<file path="src/rtl/rsc_pkg.sv">
package rsc_pkg;

  typedef enum logic [1:0] {
    ST_RESET = 2'd0,
    ST_RUN   = 2'd1,
    ST_UNDEF = 2'd2,
    ST_PAUSE = 2'd3
  } runState_t;

  // strobes issued by the control to the flag datapath
  typedef struct packed {
    logic clearAll;  // software reset or accepted reset-state request
    logic w1cWrite;  // write to the error register
    logic enWrite;   // write to the enable register
  } dpStrobe_t;

  localparam int unsigned ADDR_STATE = 0;
  localparam int unsigned ADDR_SWRST = 1;
  localparam int unsigned ADDR_ERR   = 2;
  localparam int unsigned ADDR_ERREN = 3;

  localparam int unsigned VALID_BIT = 2;
  localparam int unsigned READY_BIT = 4;
  localparam int unsigned ERR_LSB   = 2;

endpackage

</file>
<file path="src/rtl/rsc_ctrl.sv">
module rsc_ctrl
  import rsc_pkg::*;
#(
  parameter int unsigned ADDR_W        = 4,
  parameter int unsigned SETTLE_CYCLES = 4
) (
  input  logic              clk,
  input  logic              rstN,
  input  logic              regWe,
  input  logic [ADDR_W-1:0] regAddr,
  input  logic [1:0]        reqCode,
  input  logic              swBit,
  output logic [1:0]        curState,
  output logic              stateValid,
  output logic              masterReady,
  output dpStrobe_t         strobe
);

  localparam int unsigned CNT_W = (SETTLE_CYCLES > 1) ? $clog2(SETTLE_CYCLES) : 1;
  localparam logic [CNT_W-1:0] CNT_LOAD = CNT_W'(SETTLE_CYCLES - 1);

  runState_t        stateQ;
  runState_t        targetQ;
  logic             busyQ;
  logic [CNT_W-1:0] cntQ;

  logic stateSel;
  logic legalReq;
  logic accept;
  logic swReset;

  assign stateSel = regWe && (regAddr == ADDR_W'(ADDR_STATE));
  assign swReset  = regWe && (regAddr == ADDR_W'(ADDR_SWRST)) && swBit;

  always_comb begin
    unique case (reqCode)
      2'd0:    legalReq = 1'b1;
      2'd1:    legalReq = 1'b1;
      2'd3:    legalReq = (stateQ == ST_RUN);
      default: legalReq = 1'b0;
    endcase
  end

  assign accept = stateSel && !busyQ && legalReq && !swReset;

  always_ff @(posedge clk or negedge rstN) begin
    if (!rstN) begin
      stateQ  <= ST_RESET;
      targetQ <= ST_RESET;
      busyQ   <= 1'b0;
      cntQ    <= '0;
    end else if (swReset) begin
      stateQ <= ST_RESET;
      busyQ  <= 1'b0;
      cntQ   <= '0;
    end else if (accept) begin
      busyQ   <= 1'b1;
      cntQ    <= CNT_LOAD;
      targetQ <= runState_t'(reqCode);
    end else if (busyQ) begin
      if (cntQ == '0) begin
        busyQ  <= 1'b0;
        stateQ <= targetQ;
      end else begin
        cntQ <= cntQ - 1'b1;
      end
    end
  end

  assign curState    = stateQ;
  assign stateValid  = !busyQ;
  assign masterReady = !busyQ && (stateQ != ST_PAUSE);

  assign strobe.clearAll = swReset || (accept && (reqCode == 2'd0));
  assign strobe.w1cWrite = regWe && (regAddr == ADDR_W'(ADDR_ERR));
  assign strobe.enWrite  = regWe && (regAddr == ADDR_W'(ADDR_ERREN));

endmodule

</file>
<file path="src/rtl/rsc_datapath.sv">
module rsc_datapath
  import rsc_pkg::*;
#(
  parameter int unsigned ADDR_W = 4,
  parameter int unsigned DATA_W = 32,
  parameter int unsigned ERR_W  = 5
) (
  input  logic              clk,
  input  logic              rstN,
  input  dpStrobe_t         strobe,
  input  logic [ERR_W-1:0]  wMask,
  input  logic [ADDR_W-1:0] regAddr,
  input  logic [ERR_W-1:0]  errSet,
  input  logic [1:0]        curState,
  input  logic              stateValid,
  input  logic              masterReady,
  output logic [DATA_W-1:0] regRdata,
  output logic [ERR_W-1:0]  errFlags,
  output logic [ERR_W-1:0]  errEn,
  output logic              irq
);

  // one sticky flop per flag; a new event always outranks any clear
  for (genvar i = 0; i < ERR_W; i++) begin : g_flag
    logic clrHit;
    assign clrHit = strobe.clearAll || (strobe.w1cWrite && wMask[i]);
    always_ff @(posedge clk or negedge rstN) begin
      if (!rstN)          errFlags[i] <= 1'b0;
      else if (errSet[i]) errFlags[i] <= 1'b1;
      else if (clrHit)    errFlags[i] <= 1'b0;
    end
  end

  always_ff @(posedge clk or negedge rstN) begin
    if (!rstN)               errEn <= '0;
    else if (strobe.enWrite) errEn <= wMask;
  end

  assign irq = |(errFlags & errEn);

  always_comb begin
    regRdata = '0;
    if (regAddr == ADDR_W'(ADDR_STATE)) begin
      regRdata[1:0]       = curState;
      regRdata[VALID_BIT] = stateValid;
      regRdata[READY_BIT] = masterReady;
    end else if (regAddr == ADDR_W'(ADDR_ERR)) begin
      regRdata[ERR_LSB +: ERR_W] = errFlags;
    end else if (regAddr == ADDR_W'(ADDR_ERREN)) begin
      regRdata[ERR_LSB +: ERR_W] = errEn;
    end
  end

endmodule

</file>
<file path="src/rtl/run_state_ctrl.sv">
module run_state_ctrl
  import rsc_pkg::*;
#(
  parameter int unsigned ADDR_W        = 4,
  parameter int unsigned DATA_W        = 32,
  parameter int unsigned ERR_W         = 5,
  parameter int unsigned SETTLE_CYCLES = 4
) (
  input  logic              clk,
  input  logic              rstN,
  input  logic              regWe,
  input  logic [ADDR_W-1:0] regAddr,
  input  logic [DATA_W-1:0] regWdata,
  output logic [DATA_W-1:0] regRdata,
  input  logic [ERR_W-1:0]  errSet,
  output logic              irq
);

  logic [1:0]       curState;
  logic             stateValid;
  logic             masterReady;
  dpStrobe_t        strobe;
  logic [ERR_W-1:0] errFlags;
  logic [ERR_W-1:0] errEn;

  rsc_ctrl #(
    .ADDR_W(ADDR_W),
    .SETTLE_CYCLES(SETTLE_CYCLES)
  ) u_ctrl (
    .clk(clk),
    .rstN(rstN),
    .regWe(regWe),
    .regAddr(regAddr),
    .reqCode(regWdata[1:0]),
    .swBit(regWdata[0]),
    .curState(curState),
    .stateValid(stateValid),
    .masterReady(masterReady),
    .strobe(strobe)
  );

  rsc_datapath #(
    .ADDR_W(ADDR_W),
    .DATA_W(DATA_W),
    .ERR_W(ERR_W)
  ) u_dp (
    .clk(clk),
    .rstN(rstN),
    .strobe(strobe),
    .wMask(regWdata[ERR_LSB +: ERR_W]),
    .regAddr(regAddr),
    .errSet(errSet),
    .curState(curState),
    .stateValid(stateValid),
    .masterReady(masterReady),
    .regRdata(regRdata),
    .errFlags(errFlags),
    .errEn(errEn),
    .irq(irq)
  );

endmodule

</file>
<file path="config.mk">
export PLATFORM = sky130hd
export DESIGN_NAME = run_state_ctrl
export DESIGN_NICKNAME = d
export VERILOG_FILES = /design/src/rtl/rsc_pkg.sv /design/src/rtl/rsc_ctrl.sv /design/src/rtl/rsc_datapath.sv /design/src/rtl/run_state_ctrl.sv
export SDC_FILE = /design/constraint.sdc
export NUM_CORES = 1
export LEC_CHECK = 0
export ABC_CLOCK_PERIOD_IN_PS = 1720
export BUFFER_PORTS_ARGS = -buffer_cell sky130_fd_sc_hd__buf_4
export CORE_AREA = 10 10 64 66
export CTS_CLUSTER_SIZE = 24
export DETAILED_ROUTE_END_ITERATION = 12
export DIE_AREA = 0 0 74 76
export GPL_TIMING_DRIVEN = 0
export PLACE_DENSITY = 0.75
export SLEW_MARGIN = 40
export SYNTH_ARGS = -nofsm -noshare
export SYNTH_HDL_FRONTEND = slang
export SYNTH_SLANG_ARGS = --single-unit
</file>
<file path="constraint.sdc">
create_clock -name clk -period 1.72 [get_ports clk]
set_clock_uncertainty 0.2 [all_clocks]
set_input_delay 0.258 -clock clk [delete_from_list [all_inputs] [get_ports clk]]
set_output_delay 0.258 -clock clk [all_outputs]
set_load 0.01 [all_outputs]
</file>
==> impl_metrics.env, run 1 <==
export IMPL_outcome="finished, violations left"
export IMPL_violations="setup timing"
export IMPL_fin_crit_sh_pct=107
export IMPL_rr_startpoint="u_ctrl.busyQ$_DFF_PN0_"
export IMPL_port_buffer_count=26
export IMPL_synthDistinctLibCells=26
export IMPL_cts_buffers=3
export IMPL_initial_core_util_pct=37.3
export IMPL_finalHoldViolations=0
export IMPL_arrival_ps=1390
export IMPL_ys_seq_area_share_pct=39.0
export IMPL_reg2reg_to="u_dp.errFlags[0]$_DFFE_PN0P_"
export IMPL_clk_path_buf_depth=2
export IMPL_crit_chain="nor2_2 -> a21oi_2 -> a2111oi_4 -> buf_4"
export IMPL_fin_crit_ps=1850
export IMPL_grt_first_pass_wirelength_um=4400
export IMPL_ff2ff_setup_slack_ps=-70
export IMPL_pin_count=77
export IMPL_cts_tree="done"
export IMPL_htreeDepth=1
export IMPL_mostFrequentLayoutCells="buf_4, conb_1, dfrtp_1"
export IMPL_final_common_cell="buf_4"
export IMPL_setup_slack_ps=-126
export IMPL_syn_area_per_cell_um2=9.57
export IMPL_min_from="regWdata[3]"
export IMPL_track_usage_pct=9.53
export IMPL_synthCells=114
export IMPL_power_density_nw_per_um2=738
export IMPL_hold_path_class="input port to register"
export IMPL_yosysWarnings=0
export IMPL_routed_wl_um=2920
export IMPL_clk_latency_ps=290
export IMPL_root_buffer="clkbuf_4"
export IMPL_cts_sinks=17
export IMPL_vias=1042
export IMPL_nNetsFinal=229
export IMPL_peakVddDrop_v=0.000606
export IMPL_hold_depth=2
export IMPL_die_h_um=76
export IMPL_rsz0062_at_grt="yes"
export IMPL_setup_viol=10
export IMPL_antenna_found_initial=0
export IMPL_drtAntennaViolNets=0
export IMPL_max_clock_freq_ghz=0.542
export IMPL_layout_drive_gt1_share_pct=43.2
export IMPL_cp_max_fo=3
export IMPL_dpl_hpwl_um=2260
export IMPL_min_to="u_dp.errEn[1]$_DFFE_PN0P_"
export IMPL_slowest_stage="dfrtp_1"
export IMPL_power_mw=1.22
export IMPL_grt_pass1_vias=1020
export IMPL_die_x_um=74
export IMPL_syn_to_final_growth_pct=51.0
export IMPL_crit_type="register to output pin"
export IMPL_grt_overflow=0
export IMPL_dr_pass1_iters=5
export IMPL_cp_start_kind="register"
export IMPL_drv_cap=0
export IMPL_path_clk_slew_ps=90
export IMPL_setup_tns_ps=-617
export IMPL_place_gp_congestion=0.820
export IMPL_ys_seq_elements=17
export IMPL_final_util_pct=56.3
export IMPL_die_area_um2=5620
export IMPL_slowest_delay_ps=430
export IMPL_drc=0
export IMPL_slew_violations=0
export IMPL_grt_max_degree=18
export IMPL_p_leak_nw=0.826
export IMPL_crit_path_end_kind="output pin"
export IMPL_antenna_cells=0
export IMPL_required_ps=1260
export IMPL_row_count=20
export IMPL_routed_via_density=4.82
export IMPL_r2r_cells=5
export IMPL_drtIter0Drc=33
export IMPL_syn_area_um2=1090
export IMPL_core_um2=2930
export IMPL_nFillCells=259
export IMPL_wire_per_inst_um=13.5
flip-flops by register name (all words and copies together), names as in the netlist:
register	flops
u_ctrl.busyQ	1
u_ctrl.cntQ	2
u_ctrl.curState	2
u_ctrl.targetQ	2
u_dp.errEn	5
u_dp.errFlags	5
timing repair:
action,in CTS,in global routing
hold endpoints to repair,22,4
resized for setup,6,5
hold buffers,6,4
setup endpoints to repair,11,10
pin swaps,7,10
buffers inserted,4,2
metrics by stage:
| step | hold WS (ps) | instances | cell area (um^2) | worst slack [ps] |
|---|---|---|---|---|
| 2_1_floorplan | -238 | 138 | 1190 | -24.6 |
| 3_3_place_gp | -73.4 | 197 | 1430 | -378 |
| 3_5_place_dp | -65.8 | 197 | 1430 | -422 |
| 4_1_cts | 3.46 | 210 | 1570 | -139 |
| 5_1_grt | 0.494 | 216 | 1650 | -201 |
| 6_report | 13.0 | 216 | 1650 | -126 |
metal layers:
layer	up-vias	global-route usage, %	routed length (um)
li1	490	-	-
met1	480	10.7	1120
met2	64	15.0	1360
met3	8	4.30	339
met4	0	3.92	98
met5	-	0	0
cells in the mapped netlist, drive strengths merged:
cell type | instances | share of area [%]
a2111o | 1 | 1.0
a2111oi | 2 | 1.6
a21oi | 7 | 3.2
a222oi | 1 | 0.92
a22oi | 1 | 0.69
buf | 25 | 17
clkbuf | 3 | 1.0
conb | 1 | 0.34
dfrtp | 17 | 39
ha | 1 | 1.1
inv | 2 | 0.69
mux2 | 8 | 8.3
mux2i | 5 | 4.6
nand2 | 7 | 2.4
nand2b | 1 | 0.57
nand3 | 7 | 3.2
nand3b | 1 | 0.69
nand4 | 1 | 0.57
nor2 | 7 | 2.4
nor3b | 2 | 1.4
o21ai | 5 | 2.3
o21bai | 5 | 3.4
or3 | 1 | 0.57
or4 | 1 | 0.69
or4b | 1 | 1.3
xnor2 | 1 | 0.80
how the worst max path moves through the flow:
stage	from	to	slack, ps	cells past startpoint
after floorplan	regAddr[1]	u_ctrl.targetQ[0]$_DFFE_PN0P_	-20	3
after global placement	regAddr[0]	u_dp.errFlags[1]$_DFFE_PN0P_	-380	5
after detailed placement	regAddr[0]	u_dp.errFlags[0]$_DFFE_PN0P_	-420	5
after CTS	u_ctrl.busyQ$_DFF_PN0_	regRdata[4]	-140	4
after global routing	u_ctrl.busyQ$_DFF_PN0_	regRdata[4]	-200	4
final	u_ctrl.busyQ$_DFF_PN0_	regRdata[4]	-130	4
power by group:
part | total (mW) | switching [mW] | internal (mW)
clock | 0.216 | 0.125 | 0.0904
sequential | 0.546 | 0.0570 | 0.489
combinational | 0.454 | 0.198 | 0.256
total | 1.22 | 0.380 | 0.836
cell families (layout without fill, tap and decap cells):
| kind of cell | count (synthesis) | after routing | share of synthesized area, % |
|---|---|---|---|
| buffers and inverters | 30 | 75 | 18.9 |
| and+or+nand+nor | 29 | 29 | 13.8 |
| AOI/OAI and AO/OA | 22 | 22 | 13.2 |
| DFF | 17 | 17 | 39.0 |
| muxes | 13 | 13 | 12.8 |
| adders and majority gates | 1 | 1 | 1.15 |
| other | 1 | 25 | 0.344 |
| xor gates and xnor gates | 1 | 1 | 0.803 |
cell type report:
| class | instances | area (um^2) | area share, % |
|---|---|---|---|
| buffer | 27 | 198 | 12.0 |
| clock buffer | 4 | 26.3 | 1.59 |
| inverter | 2 | 7.51 | 0.456 |
| multi-input combinational | 91 | 606 | 36.8 |
| sequential | 17 | 425 | 25.8 |
| tap | 33 | 41.3 | 2.51 |
| timing repair buffer | 42 | 344 | 20.9 |
worst max-delay path, delay by kind of cell (launching register included):
family                 cells  cell delay [ps]
flip-flops                 1              430
AO/OA/AOI/OAI              2              360
buffers and inverters      1              180
AND/OR/NAND/NOR            1              120
Note: power is estimated with default switching activity, not from simulation.
==> run 2, diff against run 1 <==
--- a/config.mk
+++ b/config.mk
@@ -8,6 +8,7 @@
 export ABC_CLOCK_PERIOD_IN_PS = 1720
 export BUFFER_PORTS_ARGS = -buffer_cell sky130_fd_sc_hd__buf_4
 export CORE_AREA = 10 10 64 66
+export CTS_BUF_LIST = sky130_fd_sc_hd__clkbuf_8 sky130_fd_sc_hd__clkbuf_16
 export CTS_CLUSTER_SIZE = 24
 export DETAILED_ROUTE_END_ITERATION = 12
 export DIE_AREA = 0 0 74 76
==> impl_metrics.env, run 2 (synthesis gave the netlist of run 1 again) <==
export IMPL_outcome="finished, violations left"
export IMPL_violations="setup timing"
export IMPL_cp_start_kind="register"
export IMPL_die_h_um=76
export IMPL_routed_via_density=4.87
export IMPL_worst_path_buf_inv=1
export IMPL_required_ps=1260
export IMPL_multiInputGateArea_um2=606
export IMPL_drv_cap=0
export IMPL_grt_max_degree=18
export IMPL_dpl_hpwl_um=2260
export IMPL_peakVddDrop_v=0.000671
export IMPL_cp_max_fo=3
export IMPL_routed_wl_um=2980
export IMPL_track_usage_pct=9.63
export IMPL_wire_per_inst_um=14.2
export IMPL_power_density_nw_per_um2=804
export IMPL_fin_crit_sh_pct=105
export IMPL_regArea_um2=425
export IMPL_path_clk_slew_ps=60
export IMPL_clk_latency_ps=250
export IMPL_slowest_delay_ps=420
export IMPL_slew_violations=0
export IMPL_row_count=20
export IMPL_final_cells=210
export IMPL_fin_crit_ps=1800
export IMPL_port_buffer_count=26
export IMPL_die_area_um2=5620
export IMPL_arrival_ps=1350
export IMPL_cts_tree="done"
export IMPL_max_clock_freq_ghz=0.554
export IMPL_dr_pass1_iters=4
export IMPL_initial_core_util_pct=37.3
export IMPL_largest_registers="u_dp.errEn x5, u_dp.errFlags x5"
export IMPL_cts_sinks=17
export IMPL_drtAntennaViolNets=0
export IMPL_vias=1023
export IMPL_drtIter0Drc=50
export IMPL_nNetsFinal=223
export IMPL_mostFrequentLayoutCells="buf_4, conb_1, dfrtp_1"
export IMPL_placed_cells=197
export IMPL_nFillCells=259
export IMPL_hold_path_class="input port to register"
export IMPL_power_mw=1.29
export IMPL_grt_overflow=0
export IMPL_finalHoldViolations=0
export IMPL_root_buffer="clkbuf_8"
export IMPL_core_um2=2930
export IMPL_die_x_um=74
export IMPL_cts_buffers=3
export IMPL_syn_to_final_growth_pct=47.1
export IMPL_rsz0062_at_grt="yes"
export IMPL_grt_pass1_vias=1012
export IMPL_slowest_stage="dfrtp_1"
export IMPL_drc=0
export IMPL_clk_path_buf_depth=2
export IMPL_p_leak_nw=0.814
export IMPL_crit_path_end_kind="output pin"
export IMPL_setup_viol=3
export IMPL_place_ws_ps=-422
export IMPL_setup_slack_ps=-84.6
export IMPL_pin_count=77
export IMPL_layout_drive_gt1_share_pct=44.1
export IMPL_whs_ps=0.465
export IMPL_htreeDepth=1
export IMPL_final_common_cell="buf_4"
export IMPL_setup_tns_ps=-142
export IMPL_grt_first_pass_wirelength_um=4460
export IMPL_place_gp_congestion=0.820
export IMPL_crit_type="register to output pin"
export IMPL_antenna_found_initial=0
export IMPL_critPathTopFamily="flip-flops"
export IMPL_crit_chain="nor2_2 -> nor2_1 -> a2111oi_2 -> buf_4"
export IMPL_antenna_cells=0
run 2: cell count changes in the layout (fill, tap and decap cells not counted), sizes merged:
cell / delta
inv: +1
dlygate4sd3: -6
clkbuf: -1
run 2: cell type report:
type,instances,area share (%)
Multi-Input combinational cell,91,37.7
Buffer,27,12.5
Timing Repair Buffer,36,17.5
Tap cell,33,2.57
Clock buffer,3,2.57
Inverter,2,0.468
Sequential cell,17,26.5
Clock inverter,1,0.234
run 2: repair_timing:
| item | 4_1_cts | 5_1_grt |
|---|---|---|
| buffers inserted | 3 | 3 |
| endpoints found under the hold margin | 18 | 2 |
| endpoints found under the setup margin | 13 | 10 |
| gates cloned | 0 | 0 |
| resized for setup | 7 | 4 |
| pin swaps | 4 | 6 |
| hold buffers | 2 | 2 |
run 2: worst paths after layout:
check / start / endpoint / cells after the start / slack [ps]
max: u_ctrl.busyQ$_DFF_PN0_ / regRdata[2] / 4 / -80
min reg2reg: u_ctrl.targetQ[1]$_DFFE_PN0P_ / u_ctrl.targetQ[1]$_DFFE_PN0P_ / 1 / 320
min in group asynchronous: rstN / u_ctrl.targetQ[1]$_DFFE_PN0P_ / 2 / 210
max in group asynchronous: rstN / u_ctrl.busyQ$_DFF_PN0_ / 2 / 920
max reg2reg: u_ctrl.busyQ$_DFF_PN0_ / u_ctrl.targetQ[1]$_DFFE_PN0P_ / 3 / 20
min: errSet[3] / u_dp.errFlags[3]$_DFFE_PN0P_ / 2 / 0.5
run 2: through the flow:
| stage | util, % | instance area (um^2) |
|---|---|---|
| 2_1_floorplan | - | 1190 |
| 3_3_place_gp | 48.8 | 1430 |
| 3_5_place_dp | 48.8 | 1430 |
| 4_1_cts | 52.4 | 1540 |
| 5_1_grt | 54.8 | 1610 |
| 6_report | 54.8 | 1610 |
run 2: routing by layer:
metal	vias up	global-route usage, %	part of all wire, %	wire length [um]
li1	479	-	-	-
met1	482	10.8	40	1190
met2	56	15.3	48	1430
met3	6	4.43	11	337
met4	0	3.73	0.97	29
met5	-	0	0	0
run 2: report_power, final:
| group | total, mW | switching (mW) | internal [mW] |
|---|---|---|---|
| combinational | 0.449 | 0.200 | 0.250 |
| sequential | 0.547 | 0.0569 | 0.490 |
| clock | 0.294 | 0.136 | 0.158 |
| total | 1.29 | 0.392 | 0.898 |
==> run 3, diff against run 2 <==
--- a/config.mk
+++ b/config.mk
@@ -5,15 +5,17 @@
 export SDC_FILE = /design/constraint.sdc
 export NUM_CORES = 1
 export LEC_CHECK = 0
+export ABC_AREA = 1
 export ABC_CLOCK_PERIOD_IN_PS = 1720
 export BUFFER_PORTS_ARGS = -buffer_cell sky130_fd_sc_hd__buf_4
-export CORE_AREA = 10 10 64 66
+export CORE_AREA = 10 10 65 67
 export CTS_BUF_LIST = sky130_fd_sc_hd__clkbuf_8 sky130_fd_sc_hd__clkbuf_16
 export CTS_CLUSTER_SIZE = 24
 export DETAILED_ROUTE_END_ITERATION = 12
-export DIE_AREA = 0 0 74 76
+export DIE_AREA = 0 0 75 77
 export GPL_TIMING_DRIVEN = 0
-export PLACE_DENSITY = 0.75
+export PLACE_DENSITY = 0.76
+export RECOVER_POWER = 50
 export SLEW_MARGIN = 40
 export SYNTH_ARGS = -nofsm -noshare
 export SYNTH_HDL_FRONTEND = slang
==> impl_metrics.env, run 3 <==
export IMPL_grt_overflow=0
export IMPL_mostFrequentLayoutCells="buf_4, nand2_1, conb_1"
export IMPL_layout_drive_gt1_share_pct=30.9
export IMPL_slowest_stage="dfrtp_2"
export IMPL_synth_flop_cell="dfrtp_1"
export IMPL_placed_cells=244
export IMPL_synth_enable_flop_cells=0
export IMPL_fin_crit_ps=1650
export IMPL_routed_via_density=4.41
export IMPL_routed_wl_um=2860
export IMPL_power_mw=1.21
export IMPL_outcome="finished clean"
export IMPL_drc=0
export IMPL_ys_seq_area_share_pct=35.8
export IMPL_synthDistinctLibCells=22
export IMPL_place_gp_congestion=0.823
export IMPL_hold_path_class="input port to register"
export IMPL_grt_max_degree=18
export IMPL_syn_area_per_cell_um2=7.38
export IMPL_swShare_pct=32.1
export IMPL_setup_tns_ps=0
export IMPL_track_usage_pct=9.96
export IMPL_htreeDepth=1
export IMPL_die_area_um2=5780
export IMPL_setup_viol=0
export IMPL_p_leak_nw=0.955
export IMPL_root_buffer="clkbuf_8"
export IMPL_crit_type="register to output pin"
export IMPL_final_common_cell="buf_4"
export IMPL_die_x_um=75
export IMPL_ys_seq_elements=17
export IMPL_seqPwrFrac_pct=43.7
export IMPL_dr_wl_met3_um=281
export IMPL_wl_met1_um=1190
export IMPL_slowest_delay_ps=440
export IMPL_power_density_nw_per_um2=741
export IMPL_grt_first_pass_wirelength_um=4690
export IMPL_die_h_um=77
export IMPL_rsz0062_at_grt="no"
export IMPL_drtIter0Drc=79
export IMPL_clk_latency_ps=250
export IMPL_cp_start_kind="register"
export IMPL_nNetsFinal=269
export IMPL_path_clk_slew_ps=60
export IMPL_core_um2=2980
export IMPL_vias=1129
export IMPL_largest_registers="u_dp.errEn x5, u_dp.errFlags x5"
export IMPL_clk_path_buf_depth=2
export IMPL_slew_violations=0
export IMPL_wl_met2_um=1310
export IMPL_synthMostInstantiatedCell="nand2_1"
export IMPL_synthCells=161
export IMPL_wire_per_inst_um=11.2
export IMPL_pwr_share_comb_pct=32.4
export IMPL_yosysWarnings=0
export IMPL_grt_pass1_vias=1111
export IMPL_synthTopCellsByCount="nand2_1, buf_4, inv_1"
export IMPL_synthTopCellsByArea="dfrtp_1, buf_4, nand2_1"
export IMPL_dpl_hpwl_um=2260
export IMPL_syn_to_final_growth_pct=37.9
export IMPL_p_int_mw=0.825
export IMPL_crit_path_end_kind="output pin"
export IMPL_row_count=20
export IMPL_cp_max_fo=5
export IMPL_nFillCells=291
export IMPL_drtAntennaViolNets=0
export IMPL_synth_top_area_share_pct=35.8
export IMPL_final_util_pct=55.0
export IMPL_cts_tree="done"
export IMPL_arrival_ps=1190
export IMPL_cts_buffers=3
export IMPL_dr_pass1_iters=4
export IMPL_peakVddDrop_v=0.000297
export IMPL_port_buffer_count=26
export IMPL_syn_area_um2=1190
export IMPL_antenna_found_initial=0
export IMPL_synthArstFlopShare_pct=100
export IMPL_max_clock_freq_ghz=0.607
export IMPL_final_cells=256
export IMPL_required_ps=1260
export IMPL_top_layer="met4"
export IMPL_yosysTopAreaCell="dfrtp_1"
export IMPL_drv_cap=0
export IMPL_finalHoldViolations=0
export IMPL_initial_core_util_pct=39.9
export IMPL_switching_power_mw=0.389
export IMPL_power_frac_clock_pct=23.8
export IMPL_fin_crit_sh_pct=95.7
export IMPL_antenna_cells=0
export IMPL_cts_sinks=17
export IMPL_pin_count=77
export IMPL_crit_chain="nor2_4 -> o21ai_0 -> o221ai_1 -> buf_4"
## run 3: cell types whose count changed after synthesis, moves of 3 or more
cell | previous run | this run
a21oi_1 | 7 | 4
nand3_1 | 7 | 14
mux2i_1 | 5 | 0
o21bai_1 | 5 | 0
inv_1 | 2 | 24
nand2_1 | 7 | 40
nand2_2 | 0 | 3
mux2_2 | 8 | 1
nand4_1 | 1 | 8
clkbuf_1 | 3 | 0
## run 3: worst paths after layout
path / from / end / slack (ps) / cells after the start
setup / recovery: u_ctrl.busyQ$_DFF_PN0_ / regRdata[4] / 70 / 4
hold / removal: regWdata[5] / u_dp.errEn[3]$_DFFE_PN0P_ / 50 / 3
setup reg to reg: u_ctrl.cntQ[0]$_DFFE_PN0P_ / u_ctrl.curState[1]$_DFFE_PN0P_ / 270 / 6
hold reg to reg: u_ctrl.targetQ[1]$_DFFE_PN0P_ / u_ctrl.targetQ[1]$_DFFE_PN0P_ / 290 / 2
max in group asynchronous: rstN / u_ctrl.busyQ$_DFF_PN0_ / 870 / 2
min in group asynchronous: rstN / u_dp.errEn[1]$_DFFE_PN0P_ / 230 / 2
## run 3: cell families (layout without fill, tap and decap cells)
group	count (synthesis)	count (layout)	share of synthesized area [%]
flip-flops	17	17	35.8
adder cells (fa/ha/maj)	1	1	1.05
multiplexers	1	1	0.948
AND/OR/NAND/NOR	77	77	30.8
buffers and inverters	52	90	25.2
AO/OA/AOI/OAI	12	12	5.90
other	1	25	0.316
## run 3: repair_timing
action / in CTS / in global routing
gates resized for setup: 0 / 5
endpoints found under the setup margin: 0 / 2
buffers inserted: 0 / 2
hold buffers: 6 / 0
hold endpoints to repair: 22 / 0
## run 3: cell type report
class / count / area, um^2 / area share (%)
buffer: 27 / 204 / 12.5
clock buffer: 3 / 41.3 / 2.52
tap: 33 / 41.3 / 2.52
inverter: 25 / 95.1 / 5.81
sequential: 17 / 427 / 26.1
multi-input combinational: 116 / 556 / 33.9
clock inverter: 1 / 3.75 / 0.229
timing repair buffer: 34 / 270 / 16.5
## run 3: worst max-delay path: cells and delay by family (launching register included)
family,cells,cell delay (ps)
DFF,1,440
and+or+nand+nor,1,160
AOI/OAI and AO/OA,2,190
buffers and inverters,1,150
## run 3: routing by layer
metal	track usage, %	up-vias
met5	0	-
met4	5.11	0
met3	2.83	7
met2	16.1	42
met1	11.4	498
li1	-	582
## run 3: power groups by stage
stage | sequential, mW | combinational [mW] | clock (mW)
after detailed placement | 0.537 | 0.373 | 0
after global routing | 0.542 | 0.457 | 0.314
after CTS | 0.530 | 0.389 | 0.297
after floorplan | 0.526 | 0.275 | 0
after global placement | 0.535 | 0.361 | 0
final | 0.531 | 0.394 | 0.289
## run 3: per-stage QoR
stage / hold slack, ps / cell area (um^2) / setup slack (ps)
2_1_floorplan: -238 / 1280 / 336
6_report: 48.9 / 1640 / 73.4
3_5_place_dp: -64.8 / 1510 / 112
5_1_grt: 68.9 / 1640 / 4.67
4_1_cts: 51.2 / 1620 / 39.9
3_3_place_gp: -63.1 / 1510 / 97.0
